`config.mk`:
```
export PLATFORM = sky130hd
export DESIGN_NAME = pwr_state_ctrl
export DESIGN_NICKNAME = d
export VERILOG_FILES = /design/src/rtl/pwrctl_pkg.sv /design/src/rtl/pwr_seq.sv /design/src/rtl/pwr_host.sv /design/src/rtl/pwr_wake.sv /design/src/rtl/pwr_clk.sv /design/src/rtl/pwr_state_ctrl.sv
export SDC_FILE = /design/constraint.sdc
export NUM_CORES = 1
export LEC_CHECK = 0
export BUFFER_PORTS_ARGS = -buffer_cell sky130_fd_sc_hd__buf_2
export CAP_MARGIN = 0
export CORE_ASPECT_RATIO = 1.1
export CORE_MARGIN = 4
export CORE_UTILIZATION = 52
export CTS_CLUSTER_DIAMETER = 60
export DETAILED_ROUTE_END_ITERATION = 6
export GPL_TIMING_DRIVEN = 1
export PLACE_DENSITY_LB_ADDON = 0.12
export SLEW_MARGIN = 10
export SYNTH_ARGS = -nofsm -noshare
export SYNTH_HDL_FRONTEND = slang
export SYNTH_SLANG_ARGS = --single-unit
export TNS_END_PERCENT = 50
```
`constraint.sdc`:
```
create_clock -name clk -period 2.18 [get_ports clk]
set_input_delay 0.109 -clock clk [delete_from_list [all_inputs] [get_ports clk]]
set_output_delay 0.109 -clock clk [all_outputs]
set_load 0.01 [all_outputs]
```
`src/rtl/pwrctl_pkg.sv`:
```
package pwrctl_pkg;

  typedef enum logic [1:0] {
    PS_RUN  = 2'b00,
    PS_DOZE = 2'b01,
    PS_OFF  = 2'b10
  } pstate_e;

  localparam int CF_RDY    = 0;
  localparam int CF_PME_EN = 1;
  localparam int CF_WOL_EN = 2;
  localparam int CF_IRQ_EN = 3;
  localparam int CF_WST    = 4;
  localparam int CF_MODE   = 12;
  localparam int CF_PINT   = 16;

  function automatic logic [31:0] ctrl_pack(
    input logic       rdy,
    input logic [2:0] en,
    input logic [1:0] wst,
    input pstate_e    mode,
    input logic       pint
  );
    logic [31:0] w;
    w                    = '0;
    w[CF_RDY]            = rdy;
    w[CF_IRQ_EN:CF_PME_EN] = en;
    w[CF_WST+1:CF_WST]   = wst;
    w[CF_MODE+1:CF_MODE] = mode;
    w[CF_PINT]           = pint;
    return w;
  endfunction

endpackage

```
`src/rtl/pwr_seq.sv`:
```
module pwr_seq
  import pwrctl_pkg::*;
#(
  parameter int RESUME_CYC = 16
) (
  input  logic       clk,
  input  logic       rst_n,
  input  logic       ctrl_wr,
  input  logic [1:0] mode_req,
  input  logic       wake_wr,
  input  logic       rd_ok,
  output pstate_e    pstate,
  output logic       rdy,
  output logic       wr_lock
);
  localparam int CW = $clog2(RESUME_CYC + 1);

  logic [CW-1:0] cnt;
  logic          go_sleep;

  assign go_sleep = ctrl_wr && (mode_req == PS_DOZE || mode_req == PS_OFF);

  always_ff @(posedge clk or negedge rst_n) begin
    if (!rst_n) begin
      pstate <= PS_RUN;
      rdy    <= 1'b0;
      cnt    <= CW'(RESUME_CYC);
    end else if (wake_wr) begin
      pstate <= PS_RUN;
      rdy    <= 1'b0;
      cnt    <= CW'(RESUME_CYC);
    end else if (go_sleep) begin
      pstate <= pstate_e'(mode_req);
      rdy    <= 1'b0;
    end else if (cnt != '0) begin
      cnt <= cnt - CW'(1);
      if (cnt == CW'(1)) rdy <= 1'b1;
    end
  end

  always_ff @(posedge clk or negedge rst_n) begin
    if (!rst_n)       wr_lock <= 1'b1;
    else if (wake_wr) wr_lock <= 1'b1;
    else if (rd_ok)   wr_lock <= 1'b0;
  end

  a_r2_sleep_not_ready: assert property (@(posedge clk) disable iff (!rst_n)
    (pstate != PS_RUN) |-> !rdy);
  a_r5_wake_to_run: assert property (@(posedge clk) disable iff (!rst_n)
    wake_wr |=> (pstate == PS_RUN) && !rdy);
  a_r10_lock_after_wake: assert property (@(posedge clk) disable iff (!rst_n)
    wake_wr |=> wr_lock);
  a_r1_ready_only_in_run: assert property (@(posedge clk) disable iff (!rst_n)
    $rose(rdy) |-> (pstate == PS_RUN));

endmodule

```
`src/rtl/pwr_host.sv`:
```
module pwr_host
  import pwrctl_pkg::*;
#(
  parameter int                 ADDR_W       = 8,
  parameter logic [ADDR_W-1:0]  CTL_ADDR     = 8'h54,
  parameter logic [ADDR_W-1:0]  WAKE_ADDR    = 8'h64,
  parameter logic [ADDR_W-1:0]  SCR_ADDR     = 8'h10,
  parameter logic [31:0]        WAKE_PATTERN = 32'hA5C3_0F96
) (
  input  logic              clk,
  input  logic              rst_n,
  input  logic [ADDR_W-1:0] addr,
  input  logic              rd,
  input  logic              wr,
  input  logic [31:0]       wdata,
  input  pstate_e           pstate,
  input  logic              rdy,
  input  logic              wr_lock,
  input  logic [31:0]       ctrl_word,
  output logic              ctrl_wr,
  output logic              wake_wr,
  output logic              rd_ok,
  output logic [31:0]       rdata,
  output logic              rvalid
);
  logic        hit_ctl, hit_wake, hit_scr;
  logic        wr_ok, scr_wr;
  logic [31:0] scratch;
  logic [31:0] rd_mux;

  assign hit_ctl  = (addr == CTL_ADDR);
  assign hit_wake = (addr == WAKE_ADDR);
  assign hit_scr  = (addr == SCR_ADDR);

  assign rd_ok   = rd && (rdy || hit_ctl);
  assign wr_ok   = wr && rdy && !wr_lock;
  assign ctrl_wr = wr_ok && hit_ctl;
  assign scr_wr  = wr_ok && hit_scr;
  assign wake_wr = wr && hit_wake && (pstate != PS_RUN);

  always_comb begin
    if (hit_ctl)       rd_mux = ctrl_word;
    else if (hit_scr)  rd_mux = scratch;
    else if (hit_wake) rd_mux = WAKE_PATTERN;
    else               rd_mux = '0;
  end

  always_ff @(posedge clk or negedge rst_n) begin
    if (!rst_n) begin
      rvalid  <= 1'b0;
      rdata   <= '0;
      scratch <= '0;
    end else begin
      rvalid <= rd_ok;
      rdata  <= rd_ok ? rd_mux : '0;
      if (scr_wr) scratch <= wdata;
    end
  end

  a_r3_gated_read: assert property (@(posedge clk) disable iff (!rst_n)
    (rd && !rdy && !hit_ctl) |=> !rvalid);
  a_r4_scratch_held: assert property (@(posedge clk) disable iff (!rst_n)
    !rdy |=> $stable(scratch));
  a_r4_no_ctrl_write: assert property (@(posedge clk) disable iff (!rst_n)
    ctrl_wr |-> rdy && (pstate == PS_RUN));

endmodule

```
`src/rtl/pwr_wake.sv`:
```
module pwr_wake
  import pwrctl_pkg::*;
(
  input  logic       clk,
  input  logic       rst_n,
  input  pstate_e    pstate,
  input  logic       frame_det,
  input  logic       magic_det,
  input  logic       ctrl_wr,
  input  logic [2:0] en_wdata,
  input  logic [1:0] wst_clr,
  input  logic       pint_clr,
  output logic [2:0] en_q,
  output logic [1:0] wst,
  output logic       pint,
  output logic       pme_o,
  output logic       irq_o
);
  logic detect;

  assign detect = (frame_det || magic_det) && (pstate == PS_DOZE);

  always_ff @(posedge clk or negedge rst_n) begin
    if (!rst_n) begin
      en_q <= '0;
      wst  <= '0;
      pint <= 1'b0;
    end else if (detect) begin
      wst  <= 2'b10;
      pint <= 1'b1;
    end else if (ctrl_wr) begin
      en_q <= en_wdata;
      wst  <= wst & ~wst_clr;
      pint <= pint & ~pint_clr;
    end
  end

  assign pme_o = wst[1] && en_q[0] && en_q[1];
  assign irq_o = pint && en_q[2];

  a_r7_detect_sets: assert property (@(posedge clk) disable iff (!rst_n)
    ((frame_det || magic_det) && pstate == PS_DOZE) |=> (wst == 2'b10) && pint);
  a_r7_ignored_elsewhere: assert property (@(posedge clk) disable iff (!rst_n)
    (pstate != PS_DOZE && !ctrl_wr) |=> $stable(wst) && $stable(pint));
  a_r11_clear_by_write: assert property (@(posedge clk) disable iff (!rst_n)
    $fell(pint) |-> $past(ctrl_wr));

endmodule

```
`src/rtl/pwr_clk.sv`:
```
module pwr_clk
  import pwrctl_pkg::*;
#(
  parameter int              NDOM      = 4,
  parameter logic [NDOM-1:0] DOZE_KEEP = 4'b0011
) (
  input  pstate_e         pstate,
  output logic [NDOM-1:0] cke
);
  for (genvar i = 0; i < NDOM; i++) begin : g_dom
    assign cke[i] = (pstate == PS_RUN) || ((pstate == PS_DOZE) && DOZE_KEEP[i]);
  end
endmodule

```
`src/rtl/pwr_state_ctrl.sv`:
```
module pwr_state_ctrl
  import pwrctl_pkg::*;
#(
  parameter int                ADDR_W       = 8,
  parameter int                RESUME_CYC   = 16,
  parameter logic [ADDR_W-1:0] CTL_ADDR     = 8'h54,
  parameter logic [ADDR_W-1:0] WAKE_ADDR    = 8'h64,
  parameter logic [ADDR_W-1:0] SCR_ADDR     = 8'h10,
  parameter logic [31:0]       WAKE_PATTERN = 32'hA5C3_0F96
) (
  input  logic              clk,
  input  logic              rst_n,
  input  logic [ADDR_W-1:0] host_addr,
  input  logic              host_rd,
  input  logic              host_wr,
  input  logic [31:0]       host_wdata,
  output logic [31:0]       host_rdata,
  output logic              host_rvalid,
  input  logic              wake_frame_det,
  input  logic              magic_pkt_det,
  output logic              pme_o,
  output logic              irq_o,
  output logic              phy_clk_en,
  output logic              mac_wake_clk_en,
  output logic              mac_clk_en,
  output logic              core_clk_en
);
  localparam int NDOM = 4;

  pstate_e         pstate;
  logic            rdy, wr_lock, ctrl_wr, wake_wr, rd_ok, pint;
  logic [2:0]      en_q;
  logic [1:0]      wst;
  logic [31:0]     ctrl_word;
  logic [NDOM-1:0] cke;

  assign ctrl_word = ctrl_pack(rdy, en_q, wst, pstate, pint);

  pwr_host #(
    .ADDR_W(ADDR_W), .CTL_ADDR(CTL_ADDR), .WAKE_ADDR(WAKE_ADDR),
    .SCR_ADDR(SCR_ADDR), .WAKE_PATTERN(WAKE_PATTERN)
  ) u_host (
    .clk(clk), .rst_n(rst_n), .addr(host_addr), .rd(host_rd), .wr(host_wr),
    .wdata(host_wdata), .pstate(pstate), .rdy(rdy), .wr_lock(wr_lock),
    .ctrl_word(ctrl_word), .ctrl_wr(ctrl_wr), .wake_wr(wake_wr), .rd_ok(rd_ok),
    .rdata(host_rdata), .rvalid(host_rvalid)
  );

  pwr_seq #(.RESUME_CYC(RESUME_CYC)) u_seq (
    .clk(clk), .rst_n(rst_n), .ctrl_wr(ctrl_wr),
    .mode_req(host_wdata[CF_MODE+1:CF_MODE]), .wake_wr(wake_wr), .rd_ok(rd_ok),
    .pstate(pstate), .rdy(rdy), .wr_lock(wr_lock)
  );

  pwr_wake u_wake (
    .clk(clk), .rst_n(rst_n), .pstate(pstate), .frame_det(wake_frame_det),
    .magic_det(magic_pkt_det), .ctrl_wr(ctrl_wr),
    .en_wdata(host_wdata[CF_IRQ_EN:CF_PME_EN]),
    .wst_clr(host_wdata[CF_WST+1:CF_WST]), .pint_clr(host_wdata[CF_PINT]),
    .en_q(en_q), .wst(wst), .pint(pint), .pme_o(pme_o), .irq_o(irq_o)
  );

  pwr_clk #(.NDOM(NDOM), .DOZE_KEEP(4'b0011)) u_clk (
    .pstate(pstate), .cke(cke)
  );

  assign phy_clk_en      = cke[0];
  assign mac_wake_clk_en = cke[1];
  assign mac_clk_en      = cke[2];
  assign core_clk_en     = cke[3];

  a_r6_core_off_in_sleep: assert property (@(posedge clk) disable iff (!rst_n)
    (pstate != PS_RUN) |-> !core_clk_en && !mac_clk_en);
  a_r6_phy_on_when_ready: assert property (@(posedge clk) disable iff (!rst_n)
    rdy |-> phy_clk_en && mac_wake_clk_en);

endmodule

```
==> results of run 1 <==
-- registers in the layout, summed over array words and instances (netlist names) --
register and cells:
u_seq.cnt 5, u_seq.wr_lock 1, u_host.rvalid 1, u_wake.pint 1, u_wake.en_q 3, u_host.scratch 32, u_seq.pstate 2, u_seq.rdy 1
u_wake.wst 2, u_host.rdata 32
-- layer usage --
| layer | GRT usage, % | vias up |
|---|---|---|
| met3 | 3.54 | 13 |
| met1 | 26.4 | 1053 |
| li1 | - | 1023 |
| met4 | 10.1 | 0 |
| met5 | 0 | - |
| met2 | 28.8 | 75 |
-- cells by family (layout without fill, tap and decap cells) --
group | Yosys count | count (layout) | share of synthesized area, %
xor+xnor | 2 | 2 | 0.535
buf+inv | 19 | 135 | 3.59
simple gates | 47 | 47 | 9.14
compound gates | 43 | 43 | 9.22
mux | 35 | 35 | 15.5
fa+ha+maj | 2 | 2 | 0.765
flops | 80 | 80 | 61.3
-- power by group through the flow --
stage	logic, mW	registers [mW]	clock network [mW]
4_1_cts	0.388	1.64	1.29
6_report	0.385	1.64	1.27
3_5_place_dp	0.355	1.67	0
5_1_grt	0.442	1.65	1.36
3_3_place_gp	0.345	1.67	0
2_1_floorplan	0.232	1.65	0
-- stage by stage --
stage                     std cells  area (µm²)  hold WS, ps
after floorplan                 228        3270         -187
after global placement          385        3760          130
after detailed placement        385        3760          134
after CTS                       422        4210        0.996
after global routing            424        4230         4.30
final                           424        4230         16.7
-- area by class of cell --
| cell class | instances | share of cell area [%] |
|---|---|---|
| Clock buffer | 10 | 3.02 |
| Clock inverter | 5 | 2.51 |
| Inverter | 6 | 0.532 |
| Multi-Input combinational cell | 129 | 27.2 |
| Sequential cell | 80 | 47.4 |
| Tap cell | 80 | 2.37 |
| Timing Repair Buffer | 114 | 17.0 |
-- worst paths after layout --
kind	startpoint	endpoint	slack, ps
setup / recovery	u_seq.wr_lock	u_host.scratch[0]	410
hold / removal	host_wdata[21]	u_host.scratch[21]	20
min in group asynchronous	rst_n	u_host.rdata[24]	280
setup reg to reg	u_seq.wr_lock	u_host.scratch[0]	410
max in group asynchronous	rst_n	u_seq.wr_lock	1220
hold reg to reg	u_host.scratch[21]	u_host.rdata[21]	490
-- repair_timing --
item | CTS | global route
endpoints found under the hold margin | 65 | 2
hold buffers | 22 | 2
resized for setup | 0 | 0
endpoints found under the setup margin | 0 | 0
-- worst reg2reg max path, delay by kind of cell (launching register included) --
kind	cells	cell delay, ps
multiplexers	1	430
AND/OR/NAND/NOR	2	690
flip-flops	1	530
-- placed cells by master (no fill, tap or decap), types with 3 or more instances in the layout --
cell type / n
buf_4: 6
nor2_1: 12
bufinv_16: 3
o21a_1: 12
dlygate4sd3_1: 24
mux2_2: 5
nand2_1: 4
a21oi_1: 9
a22oi_1: 8
buf_2: 83
dfrtp_1: 78
and2_1: 14
inv_1: 6
clkbuf_8: 9
mux2_4: 30
nor3_1: 3
==> results.yml, run 1 <==
outcome:
  outcome: "completed"
critical_path:
  start_kind: "flop"
  path_delay_family: "simple AND/OR/NAND/NOR gates"
  critPathSlowestCell: "dfstp_2"
  critPathBufInv: 0
  cpPeakStageDelay_ps: 530
  critPathRequiredTime_ps: 2410
  crit_chain: "and3b_4 -> nand2_4 -> mux2_2"
  worstPathArrival_ps: 2000
  path_max_fanout: 32
  cp.depth: 3
  worstSetupPathType: "flop to flop"
  end_kind: "flop"
  worstRegToRegCells: 3
pwr:
  leakage_nw: 2.30
  cell_internal_pwr_mw: 2.54
  swShare_pct: 23.1
  power_mw: 3.30
  p_clk_share_pct: 38.6
  vdd_ir_drop_max_mv: 0.418
  power_frac_seq_pct: 49.7
  powerDensity_nw_per_um2: 780
  combPwrFrac_pct: 11.7
  power.net_switching_mw: 0.761
sta:
  final_hold_viol_count: 0
  worst-slew-pin-transition_ps: 634
  fmax_mhz: 564
  slew_violations: 0
  period_share_pct: 81.3
  finalCriticalPeriod_ps: 1770
  setup_viol: 0
  rsz0062_at_grt: "false"
  skew_ps: 7.51
  setup_tns_ps: 0
  max_slew_margin_pct: 57.8
  layout_setup_ws_ps: 408
route:
  highest_layer: "met4"
  drt-total-wl_um: 6730
  vias: 2164
  wl_met3_um: 393
  firstDrtPassIters: 5
  wl_per_cell_um: 15.9
  drtIter0Drc: 91
  drc: 0
  viasPerCell: 5.10
  drt-met1-wl_um: 3020
  ant_nets: 0
  wl_met2_um: 3150
layout:
  antenna_cells: 0
  drive_above_1_share_pct: 42.4
  multi_input_area_um2: 1150
  seq_area_um2: 2000
  final_core_util_pct: 68.7
  n_fill_cell: 452
  layout.nets: 388
  area_growth_pct: 29.3
grt:
  grt_use_total_pct: 19.1
  grt_pass1_vias: 2281
  grt_pass1_wl_um: 11400
  globalRouteOverflowTotal: 0
  grt_max_degree: 44
  antenna_found_initial: 0
floorplanning:
  ios: 85
  fp-row-count: 30
  die_width_um: 83.6
  die_y_um: 91.2
  core_area_um2: 6160
  die_area_um2: 7630
  start_util_pct: 53.2
synth:
  synth.most_common_cell: "dfrtp_1"
  async_flop_share_pct: 100
  syn_nets: 276
  synthCells: 228
  postSynthAreaPerCell_um2: 14.4
  synth_edf_count: 0
  ys_ff_latch: 80
  synthDominantCellAreaShare_pct: 59.7
  synth_top_cell_by_area: "dfrtp_1"
  ys_types: 41
  yosysSeqAreaShare_pct: 61.3
  syn_area_um2: 3270
  synth_area_leaders: "dfrtp_1 60%, mux2_4 14%, o21a_1 2.8%"
  yosys_warnings: 0
  yosys_most_used_dff: "dfrtp_1"
  yosys-top-cells-count: "78 x dfrtp_1, 30 x mux2_4, 14 x and2_1"
cts:
  post_cts.repair.setup_buffers: 0
  ctsRootBufferMaster: "clkbuf_8"
  clk_latency_ps: 340
  clock_path_buffers: 2
  tritoncts: "built"
  cts_sinks: 80
  cts_buffers: 9
  clkTransAtPathRegs_ps: 80
  htreeDepth: 3
placed_design:
  gp_congestion: 0.754
  dpl_worst_slack_ps: 393
  dpl.hpwl_um: 4460
  port_buffers: 84
hold_path:
  min_path_type: "primary input to flop"
  holdPathStages: 2
flow_run:
  maxCapViolCount: 0
Power figures use the tool's default switching activity.
==> run 2: changes to the inputs <==
- clock period: 2.18 -> 1.8 ns (I/O delays scaled with it)
==> results.yml, run 2 (synthesis gave the netlist of run 1 again) <==
outcome:
  outcome: "completed"
cts:
  tritoncts: "built"
  cts_sinks: 80
  ctsRootBufferMaster: "clkbuf_8"
  clk_latency_ps: 330
  clock_path_buffers: 2
  htreeDepth: 3
  post_cts.repair.setup_buffers: 0
  cts_buffers: 9
  clkTransAtPathRegs_ps: 80
sta:
  slew_violations: 0
  setup_tns_ps: 0
  max_slew_margin_pct: 62.5
  layout_setup_ws_ps: 126
  timing.hold.ws_ps: 29.0
  final_hold_viol_count: 0
  finalCriticalPeriod_ps: 1670
  rsz0062_at_grt: "false"
  period_share_pct: 93.0
  skew_ps: 6.89
  setup_viol: 0
  worst-slew-pin-transition_ps: 563
  fmax_mhz: 597
route:
  drt-total-wl_um: 6780
  viasPerCell: 5.07
  drc: 0
  firstDrtPassIters: 4
  drtIter0Drc: 64
  ant_nets: 0
  wl_per_cell_um: 15.4
  vias: 2232
floorplanning:
  die_area_um2: 7630
  fp-row-count: 30
  ios: 85
  die_y_um: 91.2
  core_area_um2: 6160
  start_util_pct: 53.2
  die_width_um: 83.6
layout:
  final_common_cell: "buf_2"
  drive_above_1_share_pct: 43.6
  area_growth_pct: 33.2
  design_area_um2: 4360
  layout.nets: 404
  top_regs: "u_host.rdata x32, u_host.scratch x32, u_seq.cnt x5"
  final_cell_mix: "83 x buf_2, 78 x dfrtp_1, 31 x dlygate4sd3_1, 30 x mux2_4, 15 x buf_4"
  antenna_cells: 0
grt:
  grt_pass1_vias: 2340
  grt-busiest-layer: "met2"
  grt_max_degree: 48
  globalRouteOverflowTotal: 0
  grt_use_total_pct: 18.3
  grt_pass1_wl_um: 11200
  met1_usage_pct: 25.5
  grt_use_met2_pct: 28.5
  antenna_found_initial: 0
  grt_util_met3_pct: 3.81
pwr:
  vdd_ir_drop_max_mv: 0.526
  power_frac_seq_pct: 50.6
  power.net_switching_mw: 0.940
  leakage_nw: 2.37
  powerDensity_nw_per_um2: 900
  cell_internal_pwr_mw: 2.98
  p_clk_share_pct: 35.6
  combPwrFrac_pct: 13.8
  swShare_pct: 24.0
critical_path:
  path_max_fanout: 5
  critPathBufInv: 0
  critPathRequiredTime_ps: 2060
  path_delay_family: "simple AND/OR/NAND/NOR gates"
  worstPathArrival_ps: 1940
  critPathSlowestCell: "dfstp_2"
  crit_chain: "and3b_4 -> and4_1 -> or4_1 -> a21oi_1"
  start_kind: "flop"
  worstSetupPathType: "flop to flop"
  end_kind: "flop"
  cpPeakStageDelay_ps: 530
flow_run:
  maxCapViolCount: 0
placed_design:
  dpl.hpwl_um: 4560
  gp_congestion: 0.755
  port_buffers: 84
  dpl_worst_slack_ps: 131
  dpl_cell_area_um2: 3820
hold_path:
  min_path_type: "primary input to flop"
-- run 2: changes by cell type in the layout (fill, tap and decap cells not counted) --
cell           change
clkinv_4           -1
nor4b_2            +1
inv_6              +1
clkinv_2           +1
dlygate4sd3_1      +7
bufinv_16          -1
buf_4              +9
a41oi_1            -1
nor4b_1            -1
a41oi_2            +1
-- run 2: per-stage QoR --
step | power [mW] | instances | utilization, %
after floorplan | 2.28 | 228 | -
after global placement | 2.48 | 394 | 62.1
after detailed placement | 2.49 | 394 | 62.1
after CTS | 3.94 | 440 | 70.6
after global routing | 4.10 | 440 | 70.8
final | 3.92 | 440 | 70.8
-- run 2: cell type report --
cell class / count / area [µm²]
fill: 450 / 1800
clock inverter: 5 / 81.3
clock buffer: 10 / 128
inverter: 6 / 22.5
tap: 80 / 100
sequential: 80 / 2000
timing repair buffer: 130 / 858
multi-input combinational: 129 / 1160
-- run 2: timing repair --
item | in CTS | in global routing
endpoints found under the hold margin | 77 | 0
resized for setup | 0 | 2
endpoints found under the setup margin | 0 | 2
hold buffers | 31 | 0
-- run 2: worst paths after layout --
kind / start / depth (start not counted) / slack, ps / endpoint
setup / recovery: u_seq.wr_lock / 4 / 130 / u_seq.cnt[2]
hold / removal: host_wdata[13] / 2 / 30 / u_seq.pstate[1]
setup reg to reg: u_seq.wr_lock / 4 / 130 / u_seq.cnt[2]
hold reg to reg: u_host.scratch[14] / 1 / 480 / u_host.rdata[14]
max in group asynchronous: rst_n / 3 / 890 / u_host.rdata[30]
min in group asynchronous: rst_n / 2 / 300 / u_host.scratch[22]
-- run 2: layer usage --
layer | wire (µm) | vias up
met5 | 0 | -
met4 | 89 | 0
met3 | 341 | 8
met2 | 3190 | 60
met1 | 3160 | 1106
li1 | - | 1058
-- run 2: power by group through the flow --
| stage | Clock (mW) | Combinational, mW | Sequential, mW |
|---|---|---|---|
| 2_1_floorplan | 0 | 0.280 | 2.00 |
| 3_3_place_gp | 0 | 0.467 | 2.01 |
| 3_5_place_dp | 0 | 0.480 | 2.01 |
| 4_1_cts | 1.42 | 0.533 | 1.98 |
| 5_1_grt | 1.50 | 0.603 | 2.00 |
| 6_report | 1.40 | 0.540 | 1.99 |
-- run 2: worst reg2reg max path: stages (launching register included) --
cell	delay, ps
dfstp_2	530
and3b_4	220
and4_1	230
or4_1	470
a21oi_1	150
